## src/rtl/hpc_slot_ctrl.sv

```systemverilog
module hpc_slot_ctrl #(
  parameter int NUM_SLOTS = 8,
  localparam int SLOT_W = $clog2(NUM_SLOTS) + 1,
  localparam int ADDR_W = $clog2(NUM_SLOTS + 1)
) (
  input  logic                 clk,
  input  logic                 rst_n,
  input  logic [NUM_SLOTS-1:0] present_init,
  input  logic                 add_req,
  input  logic                 rem_req,
  input  logic [SLOT_W-1:0]    req_slot,
  input  logic                 reg_wr,
  input  logic [ADDR_W-1:0]    reg_addr,
  input  logic [7:0]           reg_wdata,
  output logic [7:0]           reg_rdata,
  output logic [NUM_SLOTS-1:0] slot_pwr_on,
  output logic [NUM_SLOTS-1:0] slot_pwr_off,
  output logic                 gpe_event,
  output logic                 req_reject
);

  logic [NUM_SLOTS-1:0] present;
  logic [7:0]           desc;

  wire in_range = req_slot < SLOT_W'(NUM_SLOTS);
  wire do_add   = add_req & in_range;
  wire do_rem   = rem_req & ~add_req & in_range;
  wire bad_req  = (add_req | rem_req) & ~in_range;
  wire [3:0] tag = 4'(req_slot + 1'b1);

  wire              slot_reg = (reg_addr != '0) && (reg_addr <= ADDR_W'(NUM_SLOTS));
  wire [ADDR_W-1:0] sel      = reg_addr - 1'b1;
  wire              eject    = reg_wr & slot_reg & (reg_wdata == 8'h01);

  wire [NUM_SLOTS-1:0] add_vec = do_add ? (NUM_SLOTS'(1) << req_slot) : '0;
  wire [NUM_SLOTS-1:0] ej_vec  = eject  ? (NUM_SLOTS'(1) << sel)      : '0;

  always_ff @(posedge clk) begin
    if (!rst_n) begin
      present      <= present_init;
      desc         <= 8'h00;
      slot_pwr_on  <= '0;
      slot_pwr_off <= '0;
      gpe_event    <= 1'b0;
      req_reject   <= 1'b0;
    end else begin
      present <= (present & ~ej_vec) | add_vec;
      if (do_add)      desc <= {tag, 4'h0};
      else if (do_rem) desc <= {tag, 4'h3};
      else if (eject)  desc <= 8'h00;
      slot_pwr_on  <= add_vec;
      slot_pwr_off <= ej_vec;
      gpe_event    <= do_add | do_rem;
      req_reject   <= bad_req;
    end
  end

  always_comb begin
    if (reg_addr == '0)  reg_rdata = desc;
    else if (slot_reg)   reg_rdata = {4'h0, {4{present[sel]}}};
    else                 reg_rdata = 8'h00;
  end

endmodule


```

## config.mk

```make
export PLATFORM = sky130hd
export DESIGN_NAME = hpc_slot_ctrl
export DESIGN_NICKNAME = d
export VERILOG_FILES = /design/src/rtl/hpc_slot_ctrl.sv
export SDC_FILE = /design/constraint.sdc
export NUM_CORES = 1
export LEC_CHECK = 0
export BUFFER_PORTS_ARGS = -buffer_cell sky130_fd_sc_hd__buf_2
export CAP_MARGIN = 20
export CORE_ASPECT_RATIO = 0.5
export CORE_MARGIN = 8
export CORE_UTILIZATION = 40
export DETAILED_ROUTE_END_ITERATION = 12
export PLACE_DENSITY = 0.78
export SETUP_SLACK_MARGIN = 0.4
export SLEW_MARGIN = 5
export SYNTH_ARGS = -nofsm -noshare
export SYNTH_HDL_FRONTEND = slang
export SYNTH_SLANG_ARGS = --single-unit
export TNS_END_PERCENT = 1
```

## constraint.sdc

```tcl
create_clock -name clk -period 4.03 [get_ports clk]
set_input_delay 1.0075 -clock clk [delete_from_list [all_inputs] [get_ports clk]]
set_output_delay 1.0075 -clock clk [all_outputs]
set_load 0.005 [all_outputs]
```

==> results of run 1 <==
synthesized netlist by cell type, types with 2 or more instances:
cell type | instances | area, um2
nor3_1 | 5 | 25.0
ha_1 | 11 | 138
o2bb2ai_1 | 3 | 26.3
mux2i_1 | 4 | 40.0
and2_1 | 7 | 43.8
nor2_1 | 10 | 37.5
nor2b_1 | 3 | 18.8
or2_2 | 4 | 25.0
xor2_1 | 2 | 17.5
o31a_1 | 6 | 52.6
a22o_1 | 2 | 17.5
nand2_1 | 13 | 48.8
o22ai_1 | 6 | 37.5
and3_1 | 2 | 12.5
o21ai_0 | 2 | 10.0
clkbuf_1 | 4 | 15.0
a31oi_1 | 4 | 25.0
inv_1 | 13 | 48.8
nand2b_1 | 7 | 43.8
dfxtp_1 | 31 | 621
nand3b_1 | 2 | 15.0
or3_1 | 2 | 12.5
buf_4 | 2 | 15.0
nand3_1 | 2 | 10.0
metal layers:
metal  GRT usage [%]  share of wire, %  up-vias
li1                -                 -      673
met3            5.04               7.5        5
met4            4.75               1.0        0
met1            15.6                43      630
met2            23.2                48       36
met5               0                 0        -
flip-flops by register name, indices dropped and copies added (netlist names):
name	count
slot_pwr_on	8
present	8
gpe_event	1
slot_pwr_off	8
req_reject	1
desc	5
power breakdown:
part	total [mW]	internal [mW]	switching [mW]
Sequential	0.325	0.319	0.00633
Combinational	0.104	0.0518	0.0518
Clock	0.314	0.200	0.114
worst paths after layout:
path / endpoint / slack [ns] / cells after the start / from
setup / recovery: reg_rdata[1] / 0.44 / 8 / reg_addr[0]
hold / removal: desc[7] / 0.47 / 1 / desc[7]
setup reg to reg: present[5] / 3.21 / 2 / present[5]
hold reg to reg: desc[7] / 0.47 / 1 / desc[7]
kinds of logic (layout without fill, tap and decap cells):
kind of cell	Yosys count	in the layout	synth area share, %
and+or+nand+nor	65	65	24.3
DFF	31	31	41.4
AOI/OAI and AO/OA	28	28	14.0
buffers and inverters	19	75	5.25
adders and majority gates	11	11	9.17
muxes	5	5	4.17
xor gates and xnor gates	3	3	1.75
what timing repair did:
action                     in CTS  in global routing
gates resized for setup         6                  6
setup endpoints to repair       4                  4
pin swaps                       0                  1
metrics by stage:
stage,instance area (um2),power (mW),setup slack (ns)
2_1_floorplan,1500,0.393,0.428
5_1_grt,1960,0.771,0.384
4_1_cts,1940,0.739,0.409
6_report,1960,0.743,0.442
3_5_place_dp,1800,0.428,0.160
3_3_place_gp,1800,0.424,0.245
layout make-up:
type                            count  share of cell area (%)
Timing Repair Buffer               54                    14.2
Inverter                           13                    2.75
Clock buffer                        6                    4.21
Multi-Input combinational cell    112                    42.1
Tap cell                           51                    3.26
Sequential cell                    31                    31.7
Clock inverter                      2                    1.79
==> out/summary.json, run 1 <==
{
  "route.detailed.drc": 0,
  "worst_pin_slew_ns": 0.472,
  "slowest_stage": "mux4_2",
  "initialDrtViolationCount": 72,
  "num-fill-cells": 321,
  "leakagePower_nw": 0.965,
  "most_common_library_cell_in_the_layout_ignoring_fill_and_taps": "buf_2",
  "path_cells": "buf_6 > inv_4 > ha_4 > mux2i_1 > mux4_2 > or3_4 > nand2_1 > buf_2",
  "critical_path.max_stage_delay_ns": 0.47,
  "grt.overflow.total": 0,
  "setup_total_negative_slack_ns": 0,
  "hold-worst-slack_ns": 0.466,
  "finalCriticalPeriod_ns": 3.59,
  "fp-row-count": 15,
  "asyncSetResetFlopFracSynth_pct": 0,
  "grt_antenna_before_repair": 0,
  "largest_net_degree_at_the_start_of_global_routing": 20,
  "cp-start-kind": "input port",
  "detailedPlacementHpwl_mm": 3.15,
  "ios": 55,
  "clk_root_buffer_cell": "clkbuf_8",
  "worst_setup_path_end_kind": "output port",
  "placed_instances": 261,
  "global_route_wire_length_before_repair_mm": 6.40,
  "synth_edf_count": 0,
  "setup_repair_after_global_routing_missed_its_margin": "true",
  "synthesis.area_mm2": 0.00150,
  "number_of_diodes": 0,
  "worst_slew_margin_rel_pct": 68.3,
  "numPortBuffers": 54,
  "critPathMaxFanout": 8,
  "first_global_vias": 1369,
  "post_cts.repair.setup_buffers": 0,
  "clkSinkCount": 31,
  "pwr_density_cell_mw_per_mm2": 379,
  "fin_cells": 269,
  "crit_type": "input port to output port",
  "vias": 1344,
  "drtAntennaViolNets": 0,
  "drt-total-wl_mm": 3.91,
  "max_freq_ghz": 0.279,
  "multi_input_comb_area_um2": 825,
  "yosys_warn_count": 0,
  "outcome": "completed",
  "slew_violations": 0,
  "regArea_um2": 621,
  "die_y_um": 59.3,
  "worst_skew_pair.late_latency_ns": 0.28,
  "drt-pass1-iter-count": 4,
  "synth.distinct_cells": 39,
  "synth.ff_latch_count": 31,
  "most-common-layout-cells": "buf_2 (52), dfxtp_1 (31), nand2_1 (12)",
  "dieArea_mm2": 0.00608,
  "fin_worst_skew_ns": 0,
  "hold_class": "flop to flop",
  "final_net_count": 257,
  "dieWidth_um": 103,
  "yosys_most_used_dff": "dfxtp_1",
  "arrival_ns": 2.58,
  "synth_fp_nets": 202,
  "wire_per_inst_um": 14.5,
  "critPathTopFamily": "multiplexers",
  "finalCoreUtilization_pct": 55.8,
  "cts.path.max_buffers": 2,
  "synth-seq-area-share_pct": 41.4,
  "initial_core_util_pct": 42.7,
  "vdd_drop_max_v": 0.000185,
  "ctsHtreeMaxLevel": 2,
  "cts_tree": "done",
  "clk_transition_reported_paths_ns": 0.06,
  "fp.coreArea_mm2": 0.00351,
  "cts_inserted_buffers": 5,
  "hold_buffers": 0,
  "post_drt_via_cell_ratio": 5.00,
  "grt_util_all_layers_pct": 13.7,
  "syn_area_per_cell_um2": 9.26,
  "final_layout_size_suffix_gt1_share_pct": 34.9,
  "timing.final.crit_share_pct": 89.0,
  "max-cap-violations": 0,
  "synthCells": 162,
  "setup_viol_count_final": 0,
  "worst-path-buf-inv": 3,
  "timing.critical_path.required_ns": 3.02,
  "area.growth.synth_to_final_pct": 30.6,
  "routabilityCongestion": 0.860,
  "final-hold-violation-count": 0
}
No activity file was read; power rests on OpenSTA's default activity.
==> run 2, diff against run 1 <==
--- a/config.mk
+++ b/config.mk
@@ -8,7 +8,7 @@
 export BUFFER_PORTS_ARGS = -buffer_cell sky130_fd_sc_hd__buf_2
 export CAP_MARGIN = 20
 export CORE_ASPECT_RATIO = 0.5
-export CORE_MARGIN = 8
+export CORE_MARGIN = 2
 export CORE_UTILIZATION = 40
 export DETAILED_ROUTE_END_ITERATION = 12
 export PLACE_DENSITY = 0.78
==> out/summary.json, run 2 (synthesis gave the netlist of run 1 again) <==
{
  "timing.critical_path.required_ns": 3.02,
  "die_y_um": 47.3,
  "power.clock.fraction_pct": 42.2,
  "clkSinkCount": 31,
  "vias": 1367,
  "grt_util_all_layers_pct": 18.2,
  "cp-start-kind": "input port",
  "dieArea_mm2": 0.00429,
  "setup_total_negative_slack_ns": 0,
  "area.growth.synth_to_final_pct": 30.4,
  "worst_skew_pair.late_latency_ns": 0.28,
  "worst-path-buf-inv": 3,
  "ios": 55,
  "grt.overflow.total": 0,
  "cts_inserted_buffers": 5,
  "critPathTopFamily": "multiplexers",
  "seqPwrFrac_pct": 43.7,
  "pwr-share-comb_pct": 14.1,
  "setup_viol_count_final": 0,
  "vdd_drop_max_v": 0.000149,
  "finalCoreUtilization_pct": 55.8,
  "first_global_vias": 1286,
  "grt_antenna_before_repair": 0,
  "outcome": "completed",
  "path_cells": "buf_6 > inv_4 > ha_4 > mux2i_1 > mux4_2 > or3_4 > nand2_1 > buf_2",
  "cts_tree": "done",
  "clk_transition_reported_paths_ns": 0.07,
  "worst_slew_margin_rel_pct": 67.3,
  "finalCriticalPeriod_ns": 3.64,
  "route.detailed.drc": 0,
  "arrival_ns": 2.63,
  "drt-pass1-iter-count": 4,
  "slowest_stage": "mux4_2",
  "crit_type": "input port to output port",
  "hold_class": "flop to flop",
  "initial_core_util_pct": 42.7,
  "dieWidth_um": 90.6,
  "final_layout_size_suffix_gt1_share_pct": 34.4,
  "wire_per_inst_um": 13.7,
  "drtAntennaViolNets": 0,
  "power.share.switching_pct": 23.3,
  "initialDrtViolationCount": 69,
  "detailedPlacementHpwl_mm": 2.87,
  "post_cts.repair.setup_buffers": 0,
  "fin_worst_skew_ns": 0,
  "max_freq_ghz": 0.275,
  "worst_pin_slew_ns": 0.488,
  "drt-total-wl_mm": 3.69,
  "ctsHtreeMaxLevel": 2,
  "post_drt_via_cell_ratio": 5.08,
  "timing.final.crit_share_pct": 90.2,
  "final_net_count": 257,
  "detailedPlace.worstSlack_ns": 0.112,
  "power_switching_mw": 0.173,
  "worst_setup_path_end_kind": "output port",
  "critPathMaxFanout": 8,
  "final-hold-violation-count": 0,
  "critical_path.max_stage_delay_ns": 0.50,
  "pwr_density_cell_mw_per_mm2": 380,
  "most_common_library_cell_in_the_layout_ignoring_fill_and_taps": "buf_2",
  "most-common-layout-cells": "buf_2 (52), dfxtp_1 (31), nand2_1 (13)",
  "largest_net_degree_at_the_start_of_global_routing": 20,
  "numPortBuffers": 54,
  "leakagePower_nw": 0.966,
  "max-cap-violations": 0,
  "hold-worst-slack_ns": 0.463,
  "post-route-worst-setup-slack_ns": 0.394,
  "power.internal_mw": 0.570,
  "slew_violations": 0,
  "top_flop_regs": "present x8, slot_pwr_off x8, slot_pwr_on x8",
  "setup_repair_after_global_routing_missed_its_margin": "true",
  "routabilityCongestion": 0.819,
  "cts.path.max_buffers": 2,
  "clk_root_buffer_cell": "clkbuf_8",
  "design_power_total_mw": 0.743,
  "fp.coreArea_mm2": 0.00351,
  "global_route_wire_length_before_repair_mm": 5.83,
  "number_of_diodes": 0,
  "fp-row-count": 15
}
## run 2: cell counts in the layout (fill, tap and decap cells not counted)
Identical to the previous run, type by type.
## run 2: layer usage
layer  up-vias  global-route usage (%)  wire [um]
li1        676                       -          -
met1       630                    20.7       1570
met2        58                    33.4       1820
met3         3                    5.78        280
met4         0                    7.69         14
met5         -                       0          0
## run 2: worst paths after layout
kind | startpoint | end | slack, ns | cells past startpoint
min | desc[7] | desc[7] | 0.46 | 1
max | reg_addr[0] | reg_rdata[2] | 0.39 | 8
max reg2reg | present[5] | present[5] | 3.23 | 2
min reg2reg | desc[7] | desc[7] | 0.46 | 1
## run 2: power by group through the flow
stage / combinational [mW] / clock (mW) / sequential, mW
after floorplan: 0.0629 / 0 / 0.330
after global placement: 0.0917 / 0 / 0.332
after detailed placement: 0.0972 / 0 / 0.331
after CTS: 0.104 / 0.318 / 0.325
after global routing: 0.115 / 0.331 / 0.326
final: 0.104 / 0.314 / 0.325
## run 2: stage by stage
step	instances	instance area, um2
after floorplan	162	1500
after global placement	261	1800
after detailed placement	261	1800
after CTS	269	1960
after global routing	269	1960
final	269	1960
## run 2: timing repair
item                                    4_1_cts  5_1_grt
pin swaps                                     1        0
endpoints found under the setup margin        4        4
hold buffers                                  0        0
cloned                                        0        0
gates resized for setup                      11        0
## run 2: layout make-up
cell class                 count  area, um2
clock inverter                 2       35.0
fill                         317       1550
multi-input combinational    112        822
tap                           51       63.8
sequential                    31        621
clock buffer                   6       82.6
timing repair buffer          54        279
inverter                      13       53.8
==> run 3, diff against run 2 <==
--- a/config.mk
+++ b/config.mk
@@ -5,13 +5,14 @@
 export SDC_FILE = /design/constraint.sdc
 export NUM_CORES = 1
 export LEC_CHECK = 0
-export BUFFER_PORTS_ARGS = -buffer_cell sky130_fd_sc_hd__buf_2
 export CAP_MARGIN = 20
 export CORE_ASPECT_RATIO = 0.5
 export CORE_MARGIN = 2
 export CORE_UTILIZATION = 40
 export DETAILED_ROUTE_END_ITERATION = 12
-export PLACE_DENSITY = 0.78
+export DONT_BUFFER_PORTS = 1
+export PLACE_DENSITY = 0.65
+export REMOVE_ABC_BUFFERS = 1
 export SETUP_SLACK_MARGIN = 0.4
 export SLEW_MARGIN = 5
 export SYNTH_ARGS = -nofsm -noshare
==> out/summary.json, run 3 (synthesis gave the netlist of run 1 again) <==
{
  "timing.hold.worst_path_depth": 1,
  "drt-pass1-iter-count": 4,
  "critPathTopFamily": "multiplexers",
  "path_cells": "inv_1 > ha_2 > mux2i_1 > mux4_2 > or3_1 > nand2_1",
  "slew_violations": 0,
  "number_of_diodes": 0,
  "worst_slew_margin_rel_pct": 67.1,
  "worst_skew_pair.late_latency_ns": 0.27,
  "setup_viol_count_final": 0,
  "grt_util_all_layers_pct": 15.8,
  "largest_net_degree_at_the_start_of_global_routing": 20,
  "fp-row-count": 15,
  "initialDrtViolationCount": 80,
  "max_freq_ghz": 0.285,
  "fp.coreArea_mm2": 0.00351,
  "initial_core_util_pct": 42.7,
  "setup_total_negative_slack_ns": 0,
  "seqPwrFrac_pct": 52.5,
  "grt.overflow.total": 0,
  "final_net_count": 203,
  "max-cap-violations": 0,
  "fin_worst_skew_ns": 0,
  "grt_antenna_before_repair": 0,
  "cts_inserted_buffers": 5,
  "area.growth.synth_to_final_pct": 7.84,
  "top_flop_regs": "present x8, slot_pwr_off x8, slot_pwr_on x8",
  "arrival_ns": 2.51,
  "critical_path_cell_count": 6,
  "die_y_um": 47.3,
  "worst_setup_path_end_kind": "output port",
  "finalCriticalPeriod_ns": 3.51,
  "cp-start-kind": "input port",
  "pwr-share-comb_pct": 10.7,
  "cts.path.max_buffers": 2,
  "drtAntennaViolNets": 0,
  "post_drt_via_cell_ratio": 5.33,
  "slowest_stage": "mux4_2",
  "timing.final.crit_share_pct": 87.2,
  "detailedPlacementHpwl_mm": 2.58,
  "clk_root_buffer_cell": "clkbuf_8",
  "pwr_density_cell_mw_per_mm2": 384,
  "vias": 1146,
  "final_layout_size_suffix_gt1_share_pct": 9.15,
  "setup_repair_after_global_routing_missed_its_margin": "false",
  "num-fill-cells": 344,
  "cts_tree": "done",
  "design_power_total_mw": 0.621,
  "critical_path.max_stage_delay_ns": 0.47,
  "route.detailed.drc": 0,
  "drt-total-wl_mm": 3.30,
  "leakagePower_nw": 0.694,
  "clk_transition_reported_paths_ns": 0.06,
  "wire_per_inst_um": 15.3,
  "final-hold-violation-count": 0,
  "routabilityCongestion": 0.810,
  "ctsHtreeMaxLevel": 2,
  "post_cts.repair.setup_buffers": 0,
  "most_common_library_cell_in_the_layout_ignoring_fill_and_taps": "dfxtp_1",
  "numPortBuffers": 0,
  "first_global_vias": 1104,
  "outcome": "completed",
  "hold_class": "flop to flop",
  "power.internal_mw": 0.473,
  "ios": 55,
  "worst_pin_slew_ns": 0.487,
  "power.share.switching_pct": 23.8,
  "critPathMaxFanout": 8,
  "number_of_cells_traversed_by_the_worst_register_to_register_path": 2,
  "dieWidth_um": 90.6,
  "vdd_drop_max_v": 0.000106,
  "global_route_wire_length_before_repair_mm": 5.00,
  "crit_type": "input port to output port",
  "dieArea_mm2": 0.00429,
  "power.clock.fraction_pct": 36.8,
  "clkSinkCount": 31,
  "timing.critical_path.required_ns": 3.02,
  "worst-path-buf-inv": 1,
  "power_switching_mw": 0.148,
  "most-common-layout-cells": "dfxtp_1 (31), inv_1 (13), nand2_1 (13)"
}
-- run 3: power by group through the flow --
stage	clock (mW)	sequential (mW)	combinational [mW]
finish	0.229	0.326	0.0663
global route	0.250	0.327	0.0743
CTS	0.237	0.326	0.0657
detailed placement	0	0.333	0.0649
global placement	0	0.333	0.0637
floorplan	0	0.330	0.0556
-- run 3: final timing paths --
check | startpoint | end | slack (ns)
setup / recovery | reg_addr[0] | reg_rdata[2] | 0.52
setup reg to reg | present[1] | present[1] | 3.23
hold reg to reg | desc[6] | desc[6] | 0.46
hold / removal | desc[6] | desc[6] | 0.46
-- run 3: layout make-up --
type	count	area (um2)	share of cell area, %
Multi-Input combinational cell	112	803	49.7
Sequential cell	31	621	38.4
Clock buffer	7	76.3	4.72
Tap cell	51	63.8	3.94
Inverter	13	48.8	3.02
Clock inverter	1	5.00	0.309
-- run 3: through the flow --
step | std cells | setup WS [ns] | utilization (%) | instance area, um2 | hold WS, ns
3_3_place_gp | 207 | 0.510 | 43.7 | 1530 | 0.439
5_1_grt | 215 | 0.415 | 46.1 | 1620 | 0.491
4_1_cts | 215 | 0.476 | 46.0 | 1620 | 0.465
6_report | 215 | 0.516 | 46.1 | 1620 | 0.462
3_5_place_dp | 207 | 0.478 | 43.7 | 1530 | 0.445
2_1_floorplan | 156 | 0.562 | - | 1470 | 0.424
-- run 3: worst reg2reg max path, delay by kind of cell, from the launching register on --
kind | cells | cell delay [ns]
AO/OA/AOI/OAI | 2 | 0.37
flip-flops | 1 | 0.32
-- run 3: repair_timing --
| item | 4_1_cts | 5_1_grt |
|---|---|---|
| hold endpoints to repair | 0 | 0 |
| hold buffers | 0 | 0 |
| gates resized for setup | 0 | 1 |
| setup endpoints to repair | 0 | 4 |
-- run 3: routing by layer --
layer | wire (um) | vias up | global-route usage, %
met2 | 1370 | 45 | 23.9
met4 | 55 | 0 | 7.38
met5 | 0 | - | 0
met3 | 348 | 9 | 8.51
met1 | 1530 | 524 | 19.0
li1 | - | 568 | -
